`src/rtl/ufc_pkg.sv`:
```
// Package: shared configuration type and trigger level decoders for the
// serial port FIFO threshold controller. Assumes depth is a power of two >= 16.
package ufc_pkg;

    typedef struct packed {
        logic [1:0] rx_trig;
        logic [1:0] tx_trig;
        logic       dma_mode;
        logic       fifo_en;
    } ufc_cfg_t;

    // Receive level in characters for a trigger code.
    function automatic int unsigned rx_level(input logic [1:0] code, input int unsigned depth);
        case (code)
            2'b00:   return 1;
            2'b01:   return depth / 4;
            2'b10:   return depth / 2;
            default: return depth - 2;
        endcase
    endfunction

    // Transmit level in characters for a trigger code.
    function automatic int unsigned tx_level(input logic [1:0] code, input int unsigned depth);
        case (code)
            2'b00:   return 0;
            2'b01:   return 2;
            2'b10:   return depth / 4;
            default: return depth / 2;
        endcase
    endfunction

endpackage

```
`src/rtl/ufc_ctrl_reg.sv`:
```
// Module: write-only configuration register. It stores the enable, DMA mode
// and trigger codes, and turns the clear bits and enable changes into
// one-cycle queue clear strobes. Assumes one write per strobe cycle.
module ufc_ctrl_reg
    import ufc_pkg::*;
(
    input  logic       clk,
    input  logic       rst_n,
    input  logic       cfg_wr,
    input  logic [7:0] cfg_wdata,
    input  logic       prog_empty_en,
    output ufc_cfg_t   cfg,
    output logic       tx_flush,
    output logic       rx_flush
);

    logic en_flip;

    // Store the configuration fields; the transmit code is gated by the mode input.
    always_ff @(posedge clk) begin
        if (!rst_n) begin
            cfg <= '0;
        end else if (cfg_wr) begin
            cfg.fifo_en  <= cfg_wdata[0];
            cfg.dma_mode <= cfg_wdata[3];
            cfg.rx_trig  <= cfg_wdata[7:6];
            if (prog_empty_en) begin
                cfg.tx_trig <= cfg_wdata[5:4];
            end
        end
    end

    // Derive the single-cycle clear strobes; nothing of them is stored.
    always_comb begin
        en_flip  = cfg_wr && (cfg_wdata[0] != cfg.fifo_en);
        tx_flush = (cfg_wr && cfg_wdata[2]) || en_flip;
        rx_flush = (cfg_wr && cfg_wdata[1]) || en_flip;
    end

endmodule

```
`src/rtl/ufc_fifo.sv`:
```
// Module: one character queue with occupancy count. Capacity is DEPTH when
// enabled, else 1. A clear beats push and pop; a pop from empty keeps the
// read data; a rejected push raises a registered one-cycle overrun.
module ufc_fifo #(
    parameter int unsigned DEPTH = 16,
    parameter int unsigned DW    = 8,
    localparam int unsigned AW   = $clog2(DEPTH),
    localparam int unsigned CW   = AW + 1
) (
    input  logic          clk,
    input  logic          rst_n,
    input  logic          en,
    input  logic          flush,
    input  logic          push,
    input  logic [DW-1:0] wdata,
    input  logic          pop,
    output logic [DW-1:0] rdata,
    output logic [CW-1:0] cnt,
    output logic          ovr
);

    logic [DW-1:0] mem [DEPTH];
    logic [AW-1:0] wptr, rptr;
    logic [CW-1:0] cap;
    logic          pop_ok, push_ok;

    // Decide which strobes are accepted this cycle.
    always_comb begin
        cap     = en ? CW'(DEPTH) : CW'(1);
        pop_ok  = pop && (cnt != '0);
        push_ok = push && ((cnt < cap) || pop_ok);
    end

    // Write the storage array on an accepted push.
    always_ff @(posedge clk) begin
        if (push_ok && !flush) begin
            mem[wptr] <= wdata;
        end
    end

    // Move pointers, count, read data and the overrun pulse.
    always_ff @(posedge clk) begin
        if (!rst_n) begin
            wptr  <= '0;
            rptr  <= '0;
            cnt   <= '0;
            ovr   <= 1'b0;
            rdata <= '0;
        end else if (flush) begin
            wptr <= '0;
            rptr <= '0;
            cnt  <= '0;
            ovr  <= 1'b0;
        end else begin
            if (push_ok) wptr <= wptr + AW'(1);
            if (pop_ok) begin
                rptr  <= rptr + AW'(1);
                rdata <= mem[rptr];
            end
            cnt <= cnt + CW'(push_ok) - CW'(pop_ok);
            ovr <= push && !push_ok;
        end
    end

endmodule

```
`src/rtl/ufc_thresh.sv`:
```
// Module: decodes trigger codes into levels and compares them with the two
// occupancy counts to form interrupts, DMA requests and RTS. Purely combinational.
module ufc_thresh
    import ufc_pkg::*;
#(
    parameter int unsigned DEPTH = 16,
    localparam int unsigned CW   = $clog2(DEPTH) + 1
) (
    input  ufc_cfg_t      cfg,
    input  logic          prog_empty_en,
    input  logic          auto_flow_en,
    input  logic [CW-1:0] tx_cnt,
    input  logic [CW-1:0] rx_cnt,
    output logic          rx_avail_irq,
    output logic          tx_thr_irq,
    output logic          dma_tx_req_n,
    output logic          dma_rx_req_n,
    output logic          rts_n
);

    logic [CW-1:0] rx_lvl, tx_lvl;
    logic          rx_hit, tx_hit;

    // Compute levels and the resulting output conditions.
    always_comb begin
        rx_lvl = cfg.fifo_en ? CW'(rx_level(cfg.rx_trig, DEPTH)) : CW'(1);
        tx_lvl = (cfg.fifo_en && prog_empty_en) ? CW'(tx_level(cfg.tx_trig, DEPTH)) : '0;
        rx_hit = rx_cnt >= rx_lvl;
        tx_hit = tx_cnt <= tx_lvl;
        rx_avail_irq = rx_hit;
        tx_thr_irq   = tx_hit;
        dma_rx_req_n = !(cfg.dma_mode ? rx_hit : (rx_cnt != '0));
        dma_tx_req_n = !(cfg.dma_mode ? tx_hit : (tx_cnt == '0));
        rts_n        = auto_flow_en && rx_hit;
    end

endmodule

```
`src/rtl/uart_fifo_ctl.sv`:
```
// Module: top of the serial port FIFO threshold controller. It joins the
// configuration register, the two queues and the threshold decoder.
// Assumes DEPTH is a power of two of at least 16.
module uart_fifo_ctl
    import ufc_pkg::*;
#(
    parameter int unsigned DEPTH = 16,
    parameter int unsigned DW    = 8
) (
    input  logic          clk,
    input  logic          rst_n,
    input  logic          cfg_wr,
    input  logic [7:0]    cfg_wdata,
    input  logic          prog_empty_en,
    input  logic          auto_flow_en,
    input  logic          tx_push,
    input  logic [DW-1:0] tx_wdata,
    input  logic          tx_pop,
    output logic [DW-1:0] tx_rdata,
    input  logic          rx_push,
    input  logic [DW-1:0] rx_wdata,
    input  logic          rx_pop,
    output logic [DW-1:0] rx_rdata,
    output logic          rx_avail_irq,
    output logic          tx_thr_irq,
    output logic          dma_tx_req_n,
    output logic          dma_rx_req_n,
    output logic          rts_n,
    output logic          tx_ovr,
    output logic          rx_ovr
);

    localparam int unsigned CW = $clog2(DEPTH) + 1;

    ufc_cfg_t      cfg;
    logic          tx_flush, rx_flush, fifo_en;
    logic [CW-1:0] tx_cnt, rx_cnt;

    assign fifo_en = cfg.fifo_en;

    ufc_ctrl_reg u_reg (
        .clk(clk), .rst_n(rst_n), .cfg_wr(cfg_wr), .cfg_wdata(cfg_wdata),
        .prog_empty_en(prog_empty_en), .cfg(cfg),
        .tx_flush(tx_flush), .rx_flush(rx_flush)
    );

    ufc_fifo #(.DEPTH(DEPTH), .DW(DW)) u_txq (
        .clk(clk), .rst_n(rst_n), .en(fifo_en), .flush(tx_flush),
        .push(tx_push), .wdata(tx_wdata), .pop(tx_pop),
        .rdata(tx_rdata), .cnt(tx_cnt), .ovr(tx_ovr)
    );

    ufc_fifo #(.DEPTH(DEPTH), .DW(DW)) u_rxq (
        .clk(clk), .rst_n(rst_n), .en(fifo_en), .flush(rx_flush),
        .push(rx_push), .wdata(rx_wdata), .pop(rx_pop),
        .rdata(rx_rdata), .cnt(rx_cnt), .ovr(rx_ovr)
    );

    ufc_thresh #(.DEPTH(DEPTH)) u_thr (
        .cfg(cfg), .prog_empty_en(prog_empty_en), .auto_flow_en(auto_flow_en),
        .tx_cnt(tx_cnt), .rx_cnt(rx_cnt),
        .rx_avail_irq(rx_avail_irq), .tx_thr_irq(tx_thr_irq),
        .dma_tx_req_n(dma_tx_req_n), .dma_rx_req_n(dma_rx_req_n), .rts_n(rts_n)
    );

endmodule

```
`config.mk`:
```
export PLATFORM = sky130hd
export DESIGN_NAME = uart_fifo_ctl
export DESIGN_NICKNAME = d
export VERILOG_FILES = /design/src/rtl/ufc_pkg.sv /design/src/rtl/ufc_ctrl_reg.sv /design/src/rtl/ufc_fifo.sv /design/src/rtl/ufc_thresh.sv /design/src/rtl/uart_fifo_ctl.sv
export SDC_FILE = /design/constraint.sdc
export NUM_CORES = 1
export LEC_CHECK = 0
export CORE_ASPECT_RATIO = 0.8
export CORE_MARGIN = 2
export CORE_UTILIZATION = 35
export CTS_BUF_LIST = sky130_fd_sc_hd__clkbuf_8
export CTS_CLUSTER_SIZE = 24
export DETAILED_ROUTE_END_ITERATION = 10
export DONT_BUFFER_PORTS = 1
export GPL_TIMING_DRIVEN = 0
export PLACE_DENSITY_LB_ADDON = 0.3
export SYNTH_ARGS = -nofsm -noshare
export SYNTH_HDL_FRONTEND = slang
export SYNTH_SLANG_ARGS = --single-unit
```
`constraint.sdc`:
```
create_clock -name clk -period 5.05 [get_ports clk]
set_input_delay 0.2525 -clock clk [delete_from_list [all_inputs] [get_ports clk]]
set_output_delay 0.2525 -clock clk [all_outputs]
set_load 0.02 [all_outputs]
```
Word level (Yosys, flattened, before mapping):

Memory sizes are Yosys's and may differ from the RTL's. A register that Yosys moved wholly into a read port is not among the register bits.
Cells that the tools add are included.

* input bits: 33
* memories: 2
* word-level logic and storage cells: 80
* RAM bits: 256
* register bits after elaboration: 34

Memory list
* u_rxq.mem: words 16, bits a word 8, rd ports 1, clocked after Yosys merged registers in 1, write ports 1, line ufc_fifo.sv:22 `logic [DW-1:0] mem [DEPTH];`
* u_txq.mem: words 16, bits a word 8, rd ports 1, clocked after Yosys merged registers in 1, write ports 1, line ufc_fifo.sv:22

* equal/unequal tests: 5
* $lt $le $gt $ge: 4
* bitwise logic cells: 3
* add/subtract/negate cells: 8
* muxes and demuxes: 11
* reduce and logical (&&, ||, !) cells: 35

Operators with widths (number)
* 4-bit one-hot mux with 3 select lines: 2
* 4-bit by 1-bit adder with 4-bit output (second input constant): 4
* 1-bit logical AND: 13
* 5-bit by 1-bit adder with 5-bit output: 2
* 5-bit less-than comparator: 2
* 5-bit nonzero test: 2
* 5-bit by 1-bit subtractor with 5-bit output: 2
* 1-bit zero test: 8
* 4-bit two-way mux: 2
* 1-bit two-way mux: 6
* 2-bit AND reduction: 3
* 5-bit greater-or-equal comparator: 1
* 5-bit less-or-equal comparator: 1
* 5-bit zero test: 1
* 5-bit two-way mux: 1
* 2-bit by 1-bit == test with 1-bit output (second input constant): 2
* 2-bit == test (second input constant): 2
* 2-bit zero test: 2
* 1-bit logical OR: 4
* 2-bit OR reduction: 2
* 1-bit NOT: 3
* 1-bit != test: 1

Logic depth before layout (Yosys ltp):

Gate-level depths: netlist of run 1.

* word-level depth: 7
* depth in mapped cells: 14
* gate-level depth less buffers: 14

Modules after synthesis:

A second synthesis of run 1 with hierarchy kept.

* cell total of the unflattened synthesis: 738
* area total of the unflattened synthesis: 12778.5 sq um

By module, submodules not included
* ufc_fifo at u_txq: times used 1, cells an instance 349, sequential area each 4284.1 sq um, area each 6256.0 sq um
* ufc_fifo at u_rxq: times used 1, cells an instance 331, sequential area each 4284.1 sq um, area each 6009.5 sq um
* ufc_ctrl_reg: times used 1, cells an instance 24, sequential area each 120.1 sq um, area each 262.8 sq um
* ufc_thresh: times used 1, cells an instance 34, sequential area each 0.0 sq um, area each 250.2 sq um

Worst setup path after synthesis of run 1:

Ideal clock, no wire load.

* path type: register to register
* from: register u_txq.cnt[2]
* to: register u_txq.cnt[4]
* slack: 2.156 ns
* stages on the path, launching flop included: 14
* setup time: 0.071 ns
* arrival time: 2.823 ns
* data required time: 4.979 ns
* buffers on the path: 1
* path through: dfxtp_1 inv_1 ha_1 or4b_1 and2_1 buf_6 ha_1 inv_1 ha_1 fa_1 a21oi_1 nor2_1 or3_1 a21oi_1

* word-level cells in the longest chain between the ends: 6

Ends and longest elaborated chain
* start, declared: line ufc_fifo.sv:18 `output logic [CW-1:0] cnt,`
* start signal, assigned: line ufc_fifo.sv:60 `cnt <= cnt + CW'(push_ok) - CW'(pop_ok);`
* 5-bit nonzero test *: line ufc_fifo.sv:30 `pop_ok = pop && (cnt != '0);`
* 1-bit logical AND *: line ufc_fifo.sv:30
* net u_txq.pop_ok: line ufc_fifo.sv:25 `logic pop_ok, push_ok;`
* 1-bit logical OR: line ufc_fifo.sv:31 `push_ok = push && ((cnt < cap) || pop_ok);`
* 1-bit logical AND: line ufc_fifo.sv:31
* 5-bit by 1-bit adder with 5-bit output: line ufc_fifo.sv:60
* 5-bit by 1-bit subtractor with 5-bit output *: line ufc_fifo.sv:60

Mark *: on every way through the listed nets, which the timed path passes. The rest lies on a longest branch.
A chain may end at the register's enable or synchronous reset.

Worst setup path in the final report of run 1:

* from: register, netlist name u_reg.cfg[0]
* to: output dma_rx_req_n

* word-level cells in the longest chain between the ends: 4

Ends and longest elaborated chain
* 4-bit two-way mux: line ufc_thresh.sv:26 `rx_lvl = cfg.fifo_en ? CW'(rx_level(cfg.rx_trig, DEPTH)) : CW'(1);`
* 5-bit greater-or-equal comparator: line ufc_thresh.sv:28 `rx_hit = rx_cnt >= rx_lvl;`
* net rx_avail_irq: line uart_fifo_ctl.sv:24 `output logic rx_avail_irq,`
* 1-bit two-way mux: line ufc_thresh.sv:32 `dma_rx_req_n = !(cfg.dma_mode ? rx_hit : (rx_cnt != '0));`
* 1-bit zero test: line ufc_thresh.sv:32
* end, declared: line uart_fifo_ctl.sv:27 `output logic dma_rx_req_n,`

The timed path passes the listed nets, and every way through them passes these cells.

==> impl_metrics.tcl, run 1 <==
set metrics [dict create \
    status "finished, final reports clean" \
    crit_start "u_reg.cfg[0]$_SDFFE_PN0P_" \
    fmax_ghz 0.316 \
    dieArea_mm2 0.0378 \
    period_share_pct 62.7 \
    startpoint_type "flip-flop" \
    drc 0 \
    num_rows 62 \
    ios 56 \
    area_growth_pct 14.8 \
    required_ps 4800 \
    cts_made_buffers 51 \
    crit_path_end_kind "primary output" \
    yosys-top-cells-count "edfxtp_1 (256), nor2_1 (78), dfxtp_1 (50)" \
    post-route-cell-area_mm2 0.0146 \
    cp.arrival_ps 2920 \
    antenna_found_initial 1 \
    yosys_warnings 0 \
    rrSetupSlack_ps 1920 \
    post-cts-setup-buffers 0 \
    routed_wl_um 25500 \
    synth-seq-cells 306 \
    drive_above_1_share_pct 16.4 \
    endpoint "dma_rx_req_n" \
    grt_setup_unrepaired "no" \
    clock-sinks 306 \
    fillers 3264 \
    clockBufferDepth 3 \
    path_clk_slew_ps 50 \
    timing.rr.end "u_txq.cnt[4]$_SDFF_PP0_" \
    nNetsFinal 862 \
    crit_type "flip-flop to primary output" \
    synth.net_count 780 \
    busiest_layer "met2" \
    yosysMostFrequentCell "edfxtp_1" \
    gr-usage-met3_pct 2.85 \
    cts.htree.levels 2 \
    synth_top_area_share_pct 60.6 \
    leakagePower_nw 4.82 \
    min_path_type "primary input to flip-flop" \
    initialDrtViolationCount 448 \
    async_flop_share_pct 0 \
    hold_violations 0 \
    dpl.hpwl_um 16700 \
    slew_headroom_pct 37.3 \
    placed_cell_area_mm2 0.0133 \
    critPathMaxFanout 10 \
    use_met1_pct 19.5 \
    synthFlopType "edfxtp_1" \
    grt_max_degree 17 \
    cellPowerDensity_mw_per_mm2 419 \
    vdd_drop_max_mv 0.196 \
    gp_congestion 0.788 \
    grt_pass1_vias 6595 \
    drv_cap 0 \
    core_mm2 0.0358 \
    vias 6415 \
    drt_pre_antenna_iters 4 \
    drv_slew 0 \
    hold_ws_ps 62.0 \
    die_w_um 217 \
    ys_top_cells_by_area "edfxtp_1 (61%), dfxtp_1 (7.9%), mux4_1 (7.0%), mux4_2 (5.3%), ha_1 (3.5%)" \
    grtUsageTotal_pct 13.7 \
    finalSetupViolations 0 \
    worst-r2r-cell-count 13 \
    routedWlPerCell_um 19.5 \
    tns_ps 0 \
    grt.met2_usage_pct 21.1 \
    die_y_um 174 \
    clk_root_buffer_cell "clkbuf_8" \
    rr_startpoint "u_txq.cnt[2]$_SDFF_PP0_" \
    yosysSeqAreaShare_pct 68.5 \
    grt_overflow 0 \
    fin_skew_ps 36.6 \
    worst_pin_slew_ps 938 \
    syn_avg_cell_area_um2 17.9 \
    synth_edf_count 256 \
    syn_inst 710 \
    synth_cell_types 50 \
    cts_tree "done" \
    min_period_ps 3170 \
    netlist_area_mm2 0.0127 \
    drtAntennaViolNets 0 \
    buffer_ports.inserted 0 \
    clock_latency_ps 600 \
    viasPerCell 4.89 \
    antenna-diode-count 0 \
    grt_pass1_wl_um 39300 \
    initial_core_util_pct 35.4 \
    yosysTopAreaCell "edfxtp_1" \
]
logic make-up after synthesis:
group	share of synthesized area (%)
AO/OA/AOI/OAI	2.99
AND/OR/NAND/NOR	5.50
buffers and inverters	2.30
adder cells (fa/ha/maj)	3.77
XOR/XNOR	1.17
multiplexers	15.8
flip-flops	68.5
flip-flops by register name, summed over array words and instances (netlist names):
| register | count |
|---|---|
| u_rxq.wptr | 4 |
| u_txq.mem | 128 |
| u_reg.cfg | 6 |
| u_txq.rdata | 8 |
| u_rxq.ovr | 1 |
| u_txq.rptr | 4 |
| u_rxq.rptr | 4 |
| u_rxq.cnt | 5 |
| u_txq.ovr | 1 |
| u_rxq.mem | 128 |
| u_txq.cnt | 5 |
| u_txq.wptr | 4 |
| u_rxq.rdata | 8 |
report_power, final:
| part | internal, W | switching, W | leakage [nW] | total (W) |
|---|---|---|---|---|
| Combinational | 0.000456 | 0.000573 | 1.54 | 0.00103 |
| Sequential | 0.00287 | 0.000119 | 2.71 | 0.00299 |
| Clock | 0.00110 | 0.000970 | 0.563 | 0.00208 |
| Total | 0.00443 | 0.00166 | 4.82 | 0.00609 |
layout make-up:
cell class | instances | area, um^2 | area share, %
sequential | 306 | 8690 | 59.7
timing repair buffer | 29 | 285 | 1.96
inverter | 27 | 101 | 0.696
clock inverter | 41 | 272 | 1.87
multi-input combinational | 350 | 3720 | 25.5
tap | 480 | 601 | 4.13
clock buffer | 51 | 702 | 4.82
buffer | 27 | 190 | 1.31
cell usage in the layout (no fill, tap or decap), types with 11 or more instances in the layout:
master,instances
dfxtp_1,50
mux2i_1,25
nand2_1,16
mux4_1,34
clkbuf_8,51
mux4_2,30
inv_1,43
clkbuf_1,14
nor2_1,78
mux2_2,16
clkinv_1,11
ha_1,35
dlygate4sd3_1,28
edfxtp_1,256
nand3_1,14
a221o_1,16
repair_timing:
item / 4_1_cts / 5_1_grt
hold buffers: 28 / 0
gates resized for setup: 0 / 0
setup endpoints to repair: 0 / 0
hold endpoints to repair: 270 / 0
how the worst min path moves through the flow:
stage                startpoint                        end  slack, ps  cells after the start
floorplan           rx_wdata[0]  u_rxq.mem[0][0]$_DFFE_PP_        350                      0
global placement    tx_wdata[0]  u_txq.mem[3][0]$_DFFE_PP_        350                      0
detailed placement  tx_wdata[0]  u_txq.mem[3][0]$_DFFE_PP_        350                      0
CTS                      tx_pop       u_txq.ovr$_SDFF_PP0_         40                      3
global route             tx_pop       u_txq.ovr$_SDFF_PP0_         50                      3
finish                   tx_pop       u_txq.ovr$_SDFF_PP0_         60                      3
metal layers:
metal,up-vias,routed length (um)
li1,2988,-
met1,3256,12200
met2,124,11700
met3,45,1040
met4,2,516
met5,-,11
worst max-delay path: stages (launching register included):
cell and delay, ps:
dfxtp_1 370, buf_2 230, o21ai_0 120, ha_1 280, nand2b_1 140, a21o_1 180
a21o_1 170, a211o_1 410, mux2i_1 450
metrics by stage:
step | utilization (%) | cells | total power (W) | setup WS [ps]
final | 40.6 | 1311 | 0.00609 | 1880
after global routing | 40.6 | 1311 | 0.00641 | 1670
after CTS | 40.6 | 1311 | 0.00617 | 1820
after detailed placement | 37.1 | 1191 | 0.00403 | 1870
after global placement | 37.1 | 1190 | 0.00402 | 1750
after floorplan | - | 710 | 0.00381 | 2160
Note: power is estimated with default switching activity, not from simulation.
==> run 2: changes to the inputs <==
Settings changed: ABC_AREA set to 1.
Clock period 5.05 ns to 3.2 ns, I/O delays scaled along.
==> run 2 against run 1 <==
Net effect:
- via count increased by 56%
- die area up 8.7%
- register-to-register slack got worse by 1700 ps
- global-route usage increased by 4.1 points
- hold slack lost 10 ps
- synthesized cell count grew 100%
- utilization is 0.051 points higher
- design area up 9.5%
- critical endpoint is now u_rxq.mem[6][4]$_DFFE_PP_
- highest routed layer unchanged
==> impl_metrics.tcl, run 2 <==
set metrics [dict create \
    drv_slew 0 \
    fin_cells 2107 \
    buffer_ports.inserted 0 \
    cellPowerDensity_mw_per_mm2 689 \
    cts_made_buffers 51 \
    period_share_pct 92.6 \
    hold_violations 0 \
    rrSetupSlack_ps 240 \
    yosysTopAreaCell "edfxtp_1" \
    grtUsageTotal_pct 17.8 \
    synth-seq-cells 306 \
    async_flop_share_pct 0 \
    worst_pin_slew_ps 1350 \
    grt_pass1_wl_um 55200 \
    syn_inst 1435 \
    route.met2.wl_um 15000 \
    yosysMostFrequentCell "nand2_1" \
    num_rows 65 \
    cp.arrival_ps 3130 \
    placedCellCount 1971 \
    fillers 3886 \
    wl_met1_um 17400 \
    min_period_ps 2960 \
    grt_max_degree 17 \
    fin_skew_ps 32.0 \
    required_ps 3370 \
    synth.net_count 1505 \
    final_common_cell "nand2_1" \
    crit_path_end_kind "flip-flop" \
    drc 0 \
    layout_common_cells "nand2_1 (454), edfxtp_1 (256), inv_1 (221)" \
    clockBufferDepth 3 \
    die_y_um 182 \
    drtAntennaViolNets 0 \
    post-cts-setup-buffers 0 \
    tns_ps 0 \
    startpoint_type "flip-flop" \
    nNetsFinal 1599 \
    syn_avg_cell_area_um2 9.62 \
    yosys_warnings 0 \
    initialDrtViolationCount 1024 \
    dieArea_mm2 0.0411 \
    drt_pre_antenna_iters 7 \
    grt_pass1_vias 9373 \
    antenna-diode-count 0 \
    slew_headroom_pct 9.36 \
    drv_cap 0 \
    grt_setup_unrepaired "no" \
    yosysSeqAreaShare_pct 62.9 \
    maxUsedRoutingLayer "met5" \
    clock_latency_ps 590 \
    drive_above_1_share_pct 8.85 \
    synth_top_area_share_pct 55.7 \
    ys_top_cells_by_area "edfxtp_1 (56%), nand2_1 (12%), dfxtp_1 (7.2%), nand3_1 (7.2%), inv_1 (5.5%)" \
    cts.htree.levels 2 \
    netlist_area_mm2 0.0138 \
    initial_core_util_pct 35.2 \
    clk_root_buffer_cell "clkbuf_8" \
    min_path_type "primary input to flip-flop" \
    path_clk_slew_ps 60 \
    synth_cell_types 32 \
    biggestRegsByFlops "u_rxq.mem: 128 flops, u_txq.mem: 128 flops" \
    ios 56 \
    clock-sinks 306 \
    die_w_um 226 \
    vias 9993 \
    core_mm2 0.0392 \
    finalSetupViolations 0 \
    grt_overflow 0 \
    leakagePower_nw 6.72 \
    cts_tree "done" \
    routed_wl_um 36500 \
    wl_met3_um 3190 \
    synth_edf_count 256 \
    antenna_found_initial 1 \
    design_power_total_w 0.0110 \
    status "finished, final reports clean" \
    routedWlPerCell_um 17.3 \
    critPathMaxFanout 10 \
    area_growth_pct 15.5 \
    gp_congestion 0.877 \
    crit_type "flip-flop to flip-flop" \
    multi_input_area_mm2 0.00410 \
    vdd_drop_max_mv 0.526 \
    synthFlopType "edfxtp_1" \
    fmax_ghz 0.338 \
    dpl.hpwl_um 24400 \
    register_area_mm2 0.00869 \
    viasPerCell 4.74 \
    yosys-top-cells-count "nand2_1 (454), edfxtp_1 (256), inv_1 (202)" \
]
==> run 2: cell types whose count changed in the layout (fill, tap and decap cells not counted), moves of 30 or more <==
cell,previous run,this run
nand2_1,16,454
buf_2,4,37
nand3_1,14,200
inv_1,43,221
mux4_1,34,0
mux4_2,30,0
==> run 2: final timing paths <==
kind,start,cells past startpoint,end
setup / recovery,u_reg.cfg[0]$_SDFFE_PN0P_,10,u_rxq.mem[6][4]$_DFFE_PP_
hold / removal,cfg_wdata[0],5,u_rxq.cnt[2]$_SDFF_PP0_
setup reg to reg,u_reg.cfg[0]$_SDFFE_PN0P_,10,u_rxq.mem[6][4]$_DFFE_PP_
hold reg to reg,u_txq.wptr[3]$_SDFFE_PP0P_,2,u_txq.wptr[3]$_SDFFE_PP0P_
==> run 2: layout make-up <==
cell class | count | area share (%)
multi-input cells | 862 | 25.7
inverters | 210 | 4.94
clock buffers | 53 | 4.58
well taps | 536 | 4.21
flip-flops and latches | 306 | 54.5
plain buffers | 57 | 1.79
clock inverters | 42 | 1.77
repair buffers | 41 | 2.53
==> run 2: repair_timing <==
| item | 4_1_cts | 5_1_grt |
|---|---|---|
| resized for setup | 0 | 0 |
| hold buffers | 39 | 0 |
| endpoints found under the hold margin | 282 | 0 |
==> run 2: worst max-delay path: stages (launching register included) <==
cell and delay [ps]:
dfxtp_1 320, buf_6 120, inv_2 70, ha_1 310, a21oi_1 140, and2_1 130
nand2_1 70, nand2_2 110, nand2_2 80, buf_4 190, nor3_1 1030
==> run 2: power breakdown <==
| group | total, W | switching (W) | internal, W | leakage, nW |
|---|---|---|---|---|
| clock network | 0.00345 | 0.00159 | 0.00186 | 0.586 |
| registers | 0.00478 | 0.000242 | 0.00454 | 2.71 |
| logic | 0.00275 | 0.00188 | 0.000871 | 3.42 |
==> run 2: logic make-up after synthesis <==
group | Yosys count | share of synthesized area [%]
AOI/OAI and AO/OA | 46 | 1.70
xor gates and xnor gates | 6 | 0.381
adders and majority gates | 37 | 3.46
buffers and inverters | 267 | 7.78
DFF | 306 | 62.9
and+or+nand+nor | 773 | 23.8
==> run 2: metal layers <==
layer,vias up,global-route usage (%)
met2,388,25.3
li1,4843,-
met4,2,5.34
met1,4694,27.5
met3,66,3.03
met5,-,0
==> run 2: metrics by stage <==
| stage | worst slack, ps | cell area (um^2) | hold WS (ps) | util (%) |
|---|---|---|---|---|
| after floorplan | 648 | 13800 | 259 | - |
| after global placement | 128 | 14500 | 260 | 36.9 |
| after detailed placement | 148 | 14500 | 259 | 37.0 |
| after CTS | 110 | 15900 | 18.7 | 40.5 |
| after global routing | 40.0 | 15900 | 69.2 | 40.7 |
| final | 237 | 15900 | 51.7 | 40.7 |
==> run 3: changes to the inputs <==
Settings changed: ABC_AREA 1 to not set, CTS_CLUSTER_SIZE 24 to 28.
==> run 3 against run 2 <==
Net effect:
- setup slack got worse by 40 ps
- die area decreased by 8.0%
- critical path depth grew 3
- sequential cell count unchanged
- non-clock buffer count decreased by 39
- utilization increased by 0.061 points
- routed wire length fell by 30%
- critical endpoint is now u_txq.cnt[4]$_SDFF_PP0_
- largest cell class unchanged
==> impl_metrics.tcl, run 3 (same netlist as run 1, synthesis figures left out) <==
set metrics [dict create \
    buffer_ports.inserted 0 \
    cts.htree.levels 2 \
    dpl.hpwl_um 16700 \
    critPathMaxStageDelay_ps 460 \
    critPathMaxFanout 10 \
    grtUsageTotal_pct 13.7 \
    vdd_drop_max_mv 0.310 \
    p_int_w 0.00701 \
    area_growth_pct 15.1 \
    ios 56 \
    drive_above_1_share_pct 16.9 \
    initial_core_util_pct 35.4 \
    finalSetupViolations 0 \
    cellPowerDensity_mw_per_mm2 661 \
    drt_pre_antenna_iters 4 \
    drtAntennaViolNets 0 \
    cp.arrival_ps 3510 \
    crit_chain "inv_2 -> ha_1 -> or4b_4 -> and2_1 -> buf_6 -> ha_1 -> inv_1 -> ha_1 -> fa_2 -> a21oi_1 -> nor2_1 -> or3_1 -> a21oi_1" \
    cts_made_buffers 51 \
    hold_violations 0 \
    hold_ws_ps 71.4 \
    min_period_ps 3000 \
    crit_type "flip-flop to flip-flop" \
    grt_pass1_wl_um 39300 \
    p_comb_share_pct 17.1 \
    drv_slew 0 \
    biggestRegsByFlops "u_rxq.mem: 128 flops, u_txq.mem: 128 flops" \
    grt_max_degree 17 \
    grt_pass1_vias 6594 \
    fmax_ghz 0.333 \
    antenna-diode-count 0 \
    min_path_type "primary input to flip-flop" \
    initialDrtViolationCount 426 \
    drc 0 \
    worst_pin_slew_ps 950 \
    drv_cap 0 \
    status "finished, final reports clean" \
    die_y_um 174 \
    startpoint_type "flip-flop" \
    cts_tree "done" \
    post-cts-setup-buffers 0 \
    core_mm2 0.0358 \
    p_seq_share_pct 48.9 \
    routedWlPerCell_um 19.4 \
    period_share_pct 93.8 \
    slew_headroom_pct 36.4 \
    clock-sinks 306 \
    clk_root_buffer_cell "clkbuf_8" \
    antenna_found_initial 1 \
    tns_ps 0 \
    layout_common_cells "edfxtp_1 (256), nor2_1 (78), clkbuf_8 (51)" \
    clockBufferDepth 3 \
    required_ps 3710 \
    grt_overflow 0 \
    cpMaxStageDelayCell "or4b_4" \
    fin_skew_ps 36.6 \
    grt_setup_unrepaired "no" \
    dieArea_mm2 0.0378 \
    nNetsFinal 865 \
    leakagePower_nw 4.84 \
    sw_frac_of_total_pct 27.3 \
    clock_power_share_pct 34.0 \
    vias 6413 \
    viasPerCell 4.88 \
    clock_latency_ps 610 \
    routed_wl_um 25500 \
    cp_common_cell "ha_1" \
    p_sw_w 0.00263 \
    die_w_um 217 \
    crit_path_end_kind "flip-flop" \
    final_common_cell "edfxtp_1" \
    num_rows 62 \
    gp_congestion 0.788 \
    path_clk_slew_ps 60 \
]
## run 3: cell types whose count changed in the layout (fill, tap and decap cells not counted), sizes merged, moves of 14 or more
cell / before / now
a21oi: 26 / 12
a221o: 0 / 16
buf: 49 / 14
inv: 226 / 46
mux2: 0 / 16
mux2i: 0 / 25
mux4: 0 / 64
nand2: 463 / 16
nand3: 201 / 14
## run 3: final timing paths
check,startpoint,endpoint,slack (ps),depth (start not counted)
setup / recovery,u_txq.cnt[2]$_SDFF_PP0_,u_txq.cnt[4]$_SDFF_PP0_,200,13
hold / removal,rst_n,u_txq.wptr[2]$_SDFFE_PP0P_,70,5
setup reg to reg,u_txq.cnt[2]$_SDFF_PP0_,u_txq.cnt[4]$_SDFF_PP0_,200,13
hold reg to reg,u_reg.cfg[2]$_SDFFE_PN0P_,u_reg.cfg[2]$_SDFFE_PN0P_,500,2
## run 3: metal layers
layer	vias up	part of all wire, %	track usage (%)
li1	2992	-	-
met1	3263	48	19.6
met2	113	46	21.1
met3	43	4.0	2.78
met4	2	2.0	4.45
met5	-	0.043	0
## run 3: through the flow
step | area, um^2 | total power [W] | utilization [%] | std cells | setup slack [ps]
floorplan | 12700 | 0.00601 | - | 710 | 306
global placement | 13300 | 0.00634 | 37.1 | 1190 | -100
detailed placement | 13300 | 0.00636 | 37.1 | 1191 | 15.6
CTS | 14600 | 0.00974 | 40.7 | 1314 | 59.4
global route | 14600 | 0.0101 | 40.7 | 1314 | 21.1
finish | 14600 | 0.00964 | 40.7 | 1314 | 197
## run 3: timing repair
item / in CTS / in global routing
pin swaps: 0 / 0
setup endpoints to repair: 4 / 2
hold buffers: 31 / 0
endpoints found under the hold margin: 275 / 0
resized for setup: 1 / 5
## run 3: area by class of cell
cell class | count | area [um^2]
multi-input cells | 350 | 3730
inverters | 27 | 101
clock inverters | 41 | 272
repair buffers | 32 | 315
well taps | 480 | 601
flip-flops and latches | 306 | 8690
fillers | 3255 | 21200
clock buffers | 51 | 702
plain buffers | 27 | 190
## run 3: power groups by stage
stage	logic [W]	registers, W	clock network (W)
floorplan	0.00126	0.00475	0
finish	0.00165	0.00472	0.00328
CTS	0.00165	0.00472	0.00337
global route	0.00185	0.00474	0.00356
detailed placement	0.00156	0.00480	0
global placement	0.00154	0.00480	0
## run 3: worst max-delay path, delay by kind of cell (launching register included)
kind	cells	cell delay, ps
AND/OR/NAND/NOR	4	1040
adder cells (fa/ha/maj)	4	1000
flip-flops	1	340
AO/OA/AOI/OAI	2	280
buffers and inverters	3	270
